`src/rtl/prq_pkg.sv`:
```
package prq_pkg;
  localparam int STAT_N      = 8;
  localparam int S_IDENT     = 0;
  localparam int S_MISSQ     = 1;
  localparam int S_CACHE     = 2;
  localparam int S_DUP       = 3;
  localparam int S_EVICT     = 4;
  localparam int S_CANCEL    = 5;
  localparam int S_SQUASH    = 6;
  localparam int S_ISSUE     = 7;
endpackage

```
`src/rtl/prq_lookup.sv`:
```
// Parallel block-address match over the filled part of the queue.
module prq_lookup #(
  parameter int DEPTH = 8,
  parameter int AW    = 32,
  parameter int CW    = 4
) (
  input  logic [DEPTH-1:0][AW-1:0] ent_addr,
  input  logic [CW-1:0]            fill,
  input  logic [AW-1:0]            key,
  output logic                     hit,
  output logic [CW-1:0]            idx
);
  logic [DEPTH-1:0] eq;

  for (genvar g = 0; g < DEPTH; g++) begin : g_cmp
    assign eq[g] = (CW'(g) < fill) && (ent_addr[g] == key);
  end

  always_comb begin
    hit = |eq;
    idx = '0;
    for (int i = DEPTH - 1; i >= 0; i--) begin
      if (eq[i]) idx = CW'(i);
    end
  end
endmodule

```
`src/rtl/prq_squash_scan.sv`:
```
// Finds how many head-side entries survive a tail squash at a given time.
module prq_squash_scan #(
  parameter int DEPTH = 8,
  parameter int TW    = 16,
  parameter int CW    = 4
) (
  input  logic [DEPTH-1:0][TW-1:0] ent_time,
  input  logic [CW-1:0]            fill,
  input  logic [TW-1:0]            limit,
  output logic [CW-1:0]            keep
);
  always_comb begin
    keep = '0;
    for (int i = 0; i < DEPTH; i++) begin
      if ((CW'(i) < fill) && (ent_time[i] < limit)) keep = CW'(i + 1);
    end
  end
endmodule

```
`src/rtl/prq_counters.sv`:
```
// Bank of statistics counters, each advanced by a small increment.
module prq_counters #(
  parameter int N     = 8,
  parameter int CNT_W = 16,
  parameter int IW    = 4
) (
  input  logic                    clk,
  input  logic                    rst,
  input  logic [N-1:0][IW-1:0]    inc,
  output logic [N-1:0][CNT_W-1:0] cnt
);
  logic [CNT_W-1:0] c_r [N];

  for (genvar g = 0; g < N; g++) begin : g_cnt
    always_ff @(posedge clk) begin
      if (rst) c_r[g] <= '0;
      else     c_r[g] <= c_r[g] + CNT_W'(inc[g]);
    end
    assign cnt[g] = c_r[g];
  end
endmodule

```
`src/rtl/pf_request_queue.sv`:
```
module pf_request_queue
  import prq_pkg::*;
#(
  parameter int DEPTH     = 8,
  parameter int AW        = 32,
  parameter int TW        = 16,
  parameter int DW        = 8,
  parameter int BLK_BYTES = 64,
  parameter int CNT_W     = 16
) (
  input  logic             clk,
  input  logic             rst,
  input  logic             cfg_serial_squash,
  input  logic             cfg_push_check,
  input  logic             cfg_data_only,
  input  logic             miss_valid,
  input  logic [AW-1:0]    miss_addr,
  input  logic [TW-1:0]    miss_time,
  input  logic             miss_uncached,
  input  logic             miss_ifetch,
  input  logic             cand_valid,
  output logic             cand_ready,
  input  logic [AW-1:0]    cand_addr,
  input  logic [TW-1:0]    cand_base_time,
  input  logic [DW-1:0]    cand_delay,
  input  logic             cand_in_cache,
  input  logic             cand_in_missq,
  input  logic             issue_req,
  output logic [AW-1:0]    head_addr,
  input  logic             head_in_cache,
  output logic             pf_out_valid,
  output logic             pf_out_none,
  output logic [AW-1:0]    pf_out_addr,
  output logic             pf_req,
  output logic [TW-1:0]    pf_req_time,
  output logic [CNT_W-1:0] stat_identified,
  output logic [CNT_W-1:0] stat_missq_drop,
  output logic [CNT_W-1:0] stat_cache_drop,
  output logic [CNT_W-1:0] stat_dup_drop,
  output logic [CNT_W-1:0] stat_evicted,
  output logic [CNT_W-1:0] stat_cancelled,
  output logic [CNT_W-1:0] stat_squashed,
  output logic [CNT_W-1:0] stat_issued
);
  localparam int OFS_W = $clog2(BLK_BYTES);
  localparam int CW    = $clog2(DEPTH + 1);
  localparam logic [AW-1:0] BLK_MASK = ~AW'(BLK_BYTES - 1);
  localparam logic [CW-1:0] FULL     = CW'(DEPTH);

  // Queue storage: slot 0 is the oldest entry, slots below cnt are live.
  logic [DEPTH-1:0][AW-1:0] q_addr, n_addr, a1, sh_addr;
  logic [DEPTH-1:0][TW-1:0] q_time, n_time, t1, sh_time;
  logic [CW-1:0]            cnt, n_cnt, cnt1, cnt2, keep;
  logic                     iss_pend, n_pend;
  logic                     n_out_valid, n_out_none;
  logic [AW-1:0]            n_out_addr;

  logic [AW-1:0] miss_blk, cand_blk;
  logic          miss_take, iss_active, iss_step, cand_take;
  logic          m_hit, c_hit;
  logic [CW-1:0] m_idx, c_idx;
  logic [STAT_N-1:0][CW-1:0]    inc;
  logic [STAT_N-1:0][CNT_W-1:0] stats;

  assign miss_blk   = miss_addr & BLK_MASK;
  assign cand_blk   = cand_addr & BLK_MASK;
  assign miss_take  = miss_valid & ~miss_uncached & ~(miss_ifetch & cfg_data_only);
  assign iss_active = iss_pend | issue_req;
  // A miss owns its cycle; an issue in progress owns the rest.
  assign iss_step   = iss_active & ~miss_valid;
  assign cand_ready = ~miss_valid & ~iss_active;
  assign cand_take  = cand_valid & cand_ready;
  assign head_addr  = q_addr[0];

  // Contents shifted one slot toward the head.
  for (genvar g = 0; g < DEPTH; g++) begin : g_shift
    if (g < DEPTH - 1) begin : g_mid
      assign sh_addr[g] = q_addr[g+1];
      assign sh_time[g] = q_time[g+1];
    end else begin : g_end
      assign sh_addr[g] = '0;
      assign sh_time[g] = '0;
    end
  end

  prq_lookup #(.DEPTH(DEPTH), .AW(AW), .CW(CW)) u_miss_lu (
    .ent_addr(q_addr), .fill(cnt), .key(miss_blk), .hit(m_hit), .idx(m_idx)
  );

  prq_lookup #(.DEPTH(DEPTH), .AW(AW), .CW(CW)) u_cand_lu (
    .ent_addr(q_addr), .fill(cnt), .key(cand_blk), .hit(c_hit), .idx(c_idx)
  );

  // Miss stage one: close the gap left by a cancelled entry.
  always_comb begin
    for (int i = 0; i < DEPTH; i++) begin
      if (m_hit && (CW'(i) >= m_idx)) begin
        a1[i] = sh_addr[i];
        t1[i] = sh_time[i];
      end else begin
        a1[i] = q_addr[i];
        t1[i] = q_time[i];
      end
    end
    cnt1 = cnt - CW'(m_hit);
  end

  // Miss stage two: tail squash over the post-cancel contents.
  prq_squash_scan #(.DEPTH(DEPTH), .TW(TW), .CW(CW)) u_squash (
    .ent_time(t1), .fill(cnt1), .limit(miss_time), .keep(keep)
  );

  assign cnt2 = cfg_serial_squash ? keep : cnt1;

  always_comb begin
    logic [CW-1:0] wpos;
    n_addr      = q_addr;
    n_time      = q_time;
    n_cnt       = cnt;
    n_pend      = iss_active;
    n_out_valid = 1'b0;
    n_out_none  = 1'b0;
    n_out_addr  = pf_out_addr;
    inc         = '0;
    wpos        = cnt;
    if (miss_take) begin
      n_addr           = a1;
      n_time           = t1;
      n_cnt            = cnt2;
      inc[S_CANCEL]    = CW'(m_hit);
      inc[S_SQUASH]    = cnt1 - cnt2;
    end else if (iss_step) begin
      if (cnt == '0) begin
        n_out_none = 1'b1;
        n_pend     = 1'b0;
      end else begin
        n_addr = sh_addr;
        n_time = sh_time;
        n_cnt  = cnt - CW'(1);
        if (!cfg_push_check && head_in_cache) begin
          n_pend = 1'b1;
        end else begin
          n_out_valid   = 1'b1;
          n_out_addr    = q_addr[0];
          inc[S_ISSUE]  = CW'(1);
          n_pend        = 1'b0;
        end
      end
    end else if (cand_take) begin
      inc[S_IDENT] = CW'(1);
      if (cfg_push_check && cand_in_cache) begin
        inc[S_CACHE] = CW'(1);
      end else if (cand_in_missq) begin
        inc[S_MISSQ] = CW'(1);
      end else if (c_hit) begin
        inc[S_DUP] = CW'(1);
      end else begin
        if (cnt == FULL) begin
          n_addr       = sh_addr;
          n_time       = sh_time;
          inc[S_EVICT] = CW'(1);
          wpos         = FULL - CW'(1);
        end
        for (int i = 0; i < DEPTH; i++) begin
          if (CW'(i) == wpos) begin
            n_addr[i] = cand_blk;
            n_time[i] = cand_base_time + TW'(cand_delay);
          end
        end
        n_cnt = wpos + CW'(1);
      end
    end
  end

  always_ff @(posedge clk) begin
    if (rst) begin
      q_addr       <= '0;
      q_time       <= '0;
      cnt          <= '0;
      iss_pend     <= 1'b0;
      pf_out_valid <= 1'b0;
      pf_out_none  <= 1'b0;
      pf_out_addr  <= '0;
      pf_req       <= 1'b0;
      pf_req_time  <= '0;
    end else begin
      q_addr       <= n_addr;
      q_time       <= n_time;
      cnt          <= n_cnt;
      iss_pend     <= n_pend;
      pf_out_valid <= n_out_valid;
      pf_out_none  <= n_out_none;
      pf_out_addr  <= n_out_addr;
      pf_req       <= (n_cnt != '0);
      pf_req_time  <= n_time[0];
    end
  end

  prq_counters #(.N(STAT_N), .CNT_W(CNT_W), .IW(CW)) u_stats (
    .clk(clk), .rst(rst), .inc(inc), .cnt(stats)
  );

  assign stat_identified = stats[S_IDENT];
  assign stat_missq_drop = stats[S_MISSQ];
  assign stat_cache_drop = stats[S_CACHE];
  assign stat_dup_drop   = stats[S_DUP];
  assign stat_evicted    = stats[S_EVICT];
  assign stat_cancelled  = stats[S_CANCEL];
  assign stat_squashed   = stats[S_SQUASH];
  assign stat_issued     = stats[S_ISSUE];

  // Pairwise duplicate scan over live entries, used only by the checks.
  logic dup_flag;
  always_comb begin
    dup_flag = 1'b0;
    for (int i = 0; i < DEPTH; i++) begin
      for (int j = i + 1; j < DEPTH; j++) begin
        if ((CW'(j) < cnt) && (q_addr[i] == q_addr[j])) dup_flag = 1'b1;
      end
    end
  end

  a_r8_fill_bounded: assert property (@(posedge clk) disable iff (rst)
    cnt <= FULL);
  a_r6_unique_blocks: assert property (@(posedge clk) disable iff (rst)
    !dup_flag);
  a_r9_req_tracks_fill: assert property (@(posedge clk) disable iff (rst)
    pf_req == (cnt != '0));
  a_r1_issued_aligned: assert property (@(posedge clk) disable iff (rst)
    pf_out_valid |-> (pf_out_addr[OFS_W-1:0] == '0));
  a_r11_single_outcome: assert property (@(posedge clk) disable iff (rst)
    !(pf_out_valid && pf_out_none));
  a_r12_miss_blocks_cand: assert property (@(posedge clk) disable iff (rst)
    miss_valid |-> !cand_ready);
  a_r10_issue_counted: assert property (@(posedge clk) disable iff (rst)
    pf_out_valid |-> (stat_issued == $past(stat_issued) + CNT_W'(1)));
endmodule

```
`config.mk`:
```
export PLATFORM = sky130hd
export DESIGN_NAME = pf_request_queue
export DESIGN_NICKNAME = d
export VERILOG_FILES = /design/src/rtl/prq_pkg.sv /design/src/rtl/prq_lookup.sv /design/src/rtl/prq_squash_scan.sv /design/src/rtl/prq_counters.sv /design/src/rtl/pf_request_queue.sv
export SDC_FILE = /design/constraint.sdc
export NUM_CORES = 2
export LEC_CHECK = 0
export ABC_AREA = 0
export BUFFER_PORTS_ARGS = -buffer_cell sky130_fd_sc_hd__buf_2
export CORE_ASPECT_RATIO = 0.5
export CORE_MARGIN = 8
export CORE_UTILIZATION = 60
export DETAILED_ROUTE_END_ITERATION = 7
export HOLD_SLACK_MARGIN = 0.06
export PLACE_DENSITY = 0.78
export SYNTH_ARGS = -nofsm -noshare
export SYNTH_HDL_FRONTEND = slang
export SYNTH_HIERARCHICAL = 1
export SYNTH_SLANG_ARGS = --single-unit
```
`constraint.sdc`:
```
create_clock -name clk -period 9.35 [get_ports clk]
set_clock_uncertainty 0.2 [all_clocks]
set_input_delay 0.4675 -clock clk [delete_from_list [all_inputs] [get_ports clk]]
set_output_delay 0.4675 -clock clk [all_outputs]
set_load 0.02 [all_outputs]
```
# ---- Yosys cells after proc, flatten, opt, wreduce, memory -nomap -nowiden
# Memory sizes are Yosys's and may differ from the RTL's.
# Cells that the tools add are included.
dict set report op_classes {
  n_addsub 13
  n_lt_le_gt_ge 32
  eq_ne 36
  n_mux 112
  n_bitwise 23
  n_reduce_logical 68
}
# operator count
set ops {}
lappend ops {{2-to-1 mux 256 bit} 8}
lappend ops {{2-to-1 mux 128 bit} 8}
lappend ops {{== test 32 bit} 16}
lappend ops {{2-to-1 mux 32 bit} 16}
lappend ops {{2-to-1 mux 16 bit} 24}
lappend ops {{< comparator 16 bit} 8}
lappend ops {{adder 16 x 4 -> 16 bit} 6}
lappend ops {{2-to-1 mux 4 bit} 16}
lappend ops {{AND reduction 7 bit} 8}
lappend ops {{2-to-1 mux 17 bit} 3}
lappend ops {{AND reduction 6 bit} 8}
lappend ops {{2-to-1 mux 3 bit} 12}
lappend ops {{nonzero test 4 bit} 9}
lappend ops {{logical AND 1 bit} 34}
lappend ops {{adder 16 x 1 -> 16 bit} 2}
lappend ops {{< comparator 3 x 4 -> 1 bit (first input constant)} 8}
lappend ops {{2-to-1 mux 1 bit} 20}
lappend ops {{adder 16 x 8 -> 16 bit} 1}
lappend ops {{== test 3 x 4 -> 1 bit (first input constant)} 4}
lappend ops {{>= comparator 3 x 4 -> 1 bit (first input constant)} 4}
lappend ops {{< comparator 1 x 4 -> 1 bit (first input constant)} 4}
lappend ops {{< comparator 2 x 4 -> 1 bit (first input constant)} 4}
lappend ops {{inequality test 2 x 1 -> 1 bit (second input constant)} 8}
lappend ops {{OR reduction 8 bit} 2}
lappend ops {{other kinds (23)} 51}
dict set report totals {
  regBits 424
  ramBits 128
  output_inout_bits 212
  elab_cells 307
  n_memories 1
}
# name words width rd rd_ports_with_merged_regs write_ports line
set mem_list {}
lappend mem_list {u_stats.c_r 8 16 8 0 8 prq_counters.sv:12} ;# logic [CNT_W-1:0] c_r [N];

# ---- Logic depth before layout (Yosys ltp)
dict set report logic_depth {
  depth_word 28
  ltp_mapped 35
}

# ---- Cells and area by module
# Netlist, hierarchy kept.
# module instances cells_per_inst area_each_um2 seq_area_each_um2
set modules_own_cells {}
lappend modules_own_cells {pf_request_queue 1 2440 19253.5 7407.1}
lappend modules_own_cells {prq_lookup 2 403 3154.3 0.0}
lappend modules_own_cells {prq_counters 1 695 6302.3 2562.5}
lappend modules_own_cells {prq_squash_scan 1 327 2686.3 0.0}

# ---- Least setup slack after synthesis
# OpenSTA, ideal clock, no wires.
dict set report synth_path {
  kind {input to register}
  startpoint {in miss_addr[23]}
  endpoint {mem u_stats.c_r[6][13] (netlist: u_stats/c_r[1][45])}
  setup_ns 0.070
  t_arrival_ns 7.020
  slack_ns 2.059
  cell_stages 32
  cell_sequence {buf_2 > xor2_1 > nor4_1 > nand4_1 > nor4_4 > nand2b_1 > nor3_1 > nor3_1 > o21ai_0 > nand2_1 > clkbuf_1 > mux2_2 > ha_1 > a211oi_1 > o21ai_0 > nor4_1 > o31ai_1 > a221o_1 > o211ai_1 > a21oi_1 > a21oi_1 > ha_1 > a21o_1 > a21oi_1 > xor2_1 > nor2_1 > ha_1 > o21a_1 > a21oi_1 > buf_2 > or4_1 > a21oi_1}
}
# element line
set synth_rtl {}
lappend synth_rtl {{start: declaration} pf_request_queue.sv:17} ;# input logic [AW-1:0] miss_addr,
lappend synth_rtl {{end: declaration} prq_counters.sv:12}

==> results.cfg <==
[run_status]
status = finished, final reports clean

[final_layout]
fin_area_mm2 = 0.0380
final_common_cell = nand2_1
syn2layout_area_growth_pct = 10.1
fin_nets = 4764
drive_gt1_frac = 0.142
n_antenna_cell = 0
layout_common_cells = 590 x nand2_1, 498 x dfxtp_1, 375 x nor2_1

[clocking]
cts_buffers = 48
ctsHoldBuffers = 2
h-tree-depth = 2
ctsLongestPathBuffers = 3
ctsResizeCount = 0
clkSinkCount = 498
clk_latency_ns = 0.60
postCtsSetupRepairBufs = 0
clk_pin_slew_ns = 0.06
root_buffer = clkbuf_16
cts_tree = yes

[grt]
grt_pass1_wl_mm = 185
grt_pass1_vias = 32296
grt_usage = 0.348
antenna_found_initial = 5
overflow = 0
grt_max_degree = 105

[place]
io_buffers = 304
globalplace.congestion = 1.00
place_area_mm2 = 0.0364
dp_slack_ns = 0.529
hpwl_mm = 87.7

[critical_path]
crit_arrival_ns = 9.28
cp_slowest_stage_delay_ns = 0.67
cp-end-kind = flip-flop
crit_path_max_fanout = 6
cpMostUsedCell = nor2_1
crit_family = simple AND/OR/NAND/NOR gates
required_ns = 9.62
startpoint_type = flip-flop
critPathBufInv = 2
slowest_stage = a2111oi_1
crit_type = flip-flop to flip-flop

[die]
core_mm2 = 0.0571
die_w_um = 355
dieHeight_um = 186
die-area_mm2 = 0.0659
core.rowCount = 62
ioPinCount = 329
initial_utilization = 0.604

[sta]
drv_slew = 0
rsz0062_at_grt = false
min_period_ns = 9.02
slew_headroom = 0.175
hold_slack_ns = 0.0897
fin_ws_ns = 0.335
worst_pin_slew_ns = 1.24
period_share = 0.964
finalSetupViolations = 0
max_freq_ghz = 0.111
setup-tns-final_ns = 0
hold_viol_final = 0

[pwr]
p_per_area_mw_per_mm2 = 169
leakage_nw = 15.5
peakVddDrop_mv = 0.127

[job]
max_cap_viol_count = 0

[yosys]
syn_avg_cell_area_um2 = 8.10
synth_cells = 4258
netlist_area_mm2 = 0.0345
yosysWarnings = 6

[hold_path]
hp-class = input port to flip-flop

[routing]
finalWirelength_mm = 121
drt-wirelength-per-cell_um = 22.9
vias_per_cell = 6.40
dr_total_vias = 33769
drc = 0
ant_nets = 0
drt_pass1_iterations = 6
drtIter0Drc = 3796
==> where the power goes <==
part	total [mW]	switching (mW)	leakage (nW)	internal, mW
clock network	2.05	0.914	0.773	1.14
logic	1.80	1.15	10.6	0.646
registers	2.57	0.267	4.07	2.30
==> metal layers <==
metal	track usage	up-vias	wire [um]
met5	0	-	68
met4	0.158	10	5870
met3	0.0766	387	12700
met2	0.561	1811	53600
met1	0.447	16060	48600
li1	-	15501	-
==> registers in the layout, indices dropped and copies added, names as in the netlist <==
register / flops
cnt: 4
head_addr: 26
iss_pend: 1
pf_out_addr: 26
pf_out_none: 1
pf_out_valid: 1
pf_req: 1
q_addr: 182
q_time: 128
u_stats/c_r: 128
==> path summary, 6_finish.rpt <==
kind,startpoint,to,slack [ns],depth (start not counted)
max,head_addr[26],u_stats/c_r[1][44],0.33,30
min reg2reg,pf_out_addr[27],pf_out_addr[27],0.25,2
min,rst,u_stats/c_r[1][24],0.09,2
max reg2reg,head_addr[26],u_stats/c_r[1][44],0.33,30
==> through the flow <==
stage	std cells	utilization	power (mW)
finish	5275	0.665	6.42
detailed placement	5185	0.637	4.33
global placement	5185	0.637	4.28
global route	5275	0.665	6.69
floorplan	4405	-	3.82
CTS	5275	0.665	6.36
==> layout make-up <==
class                           instances  area (um2)
Multi-Input combinational cell       3505       23300
Fill cell                            4891       19100
Sequential cell                       498        9970
Timing Repair Buffer                  365        1990
Clock buffer                           69        1380
Tap cell                              768         961
Clock inverter                         19         211
Inverter                               51         191
==> worst register-to-register path: cells and delay by family (launching register included) <==
kind	cells	cell delay, ns
compound gates	7	2.64
mux	2	0.60
flops	1	0.49
buf+inv	2	0.27
simple gates	12	2.84
fa+ha+maj	4	1.19
xor+xnor	3	0.68
No activity file was read; power rests on OpenSTA's default activity.
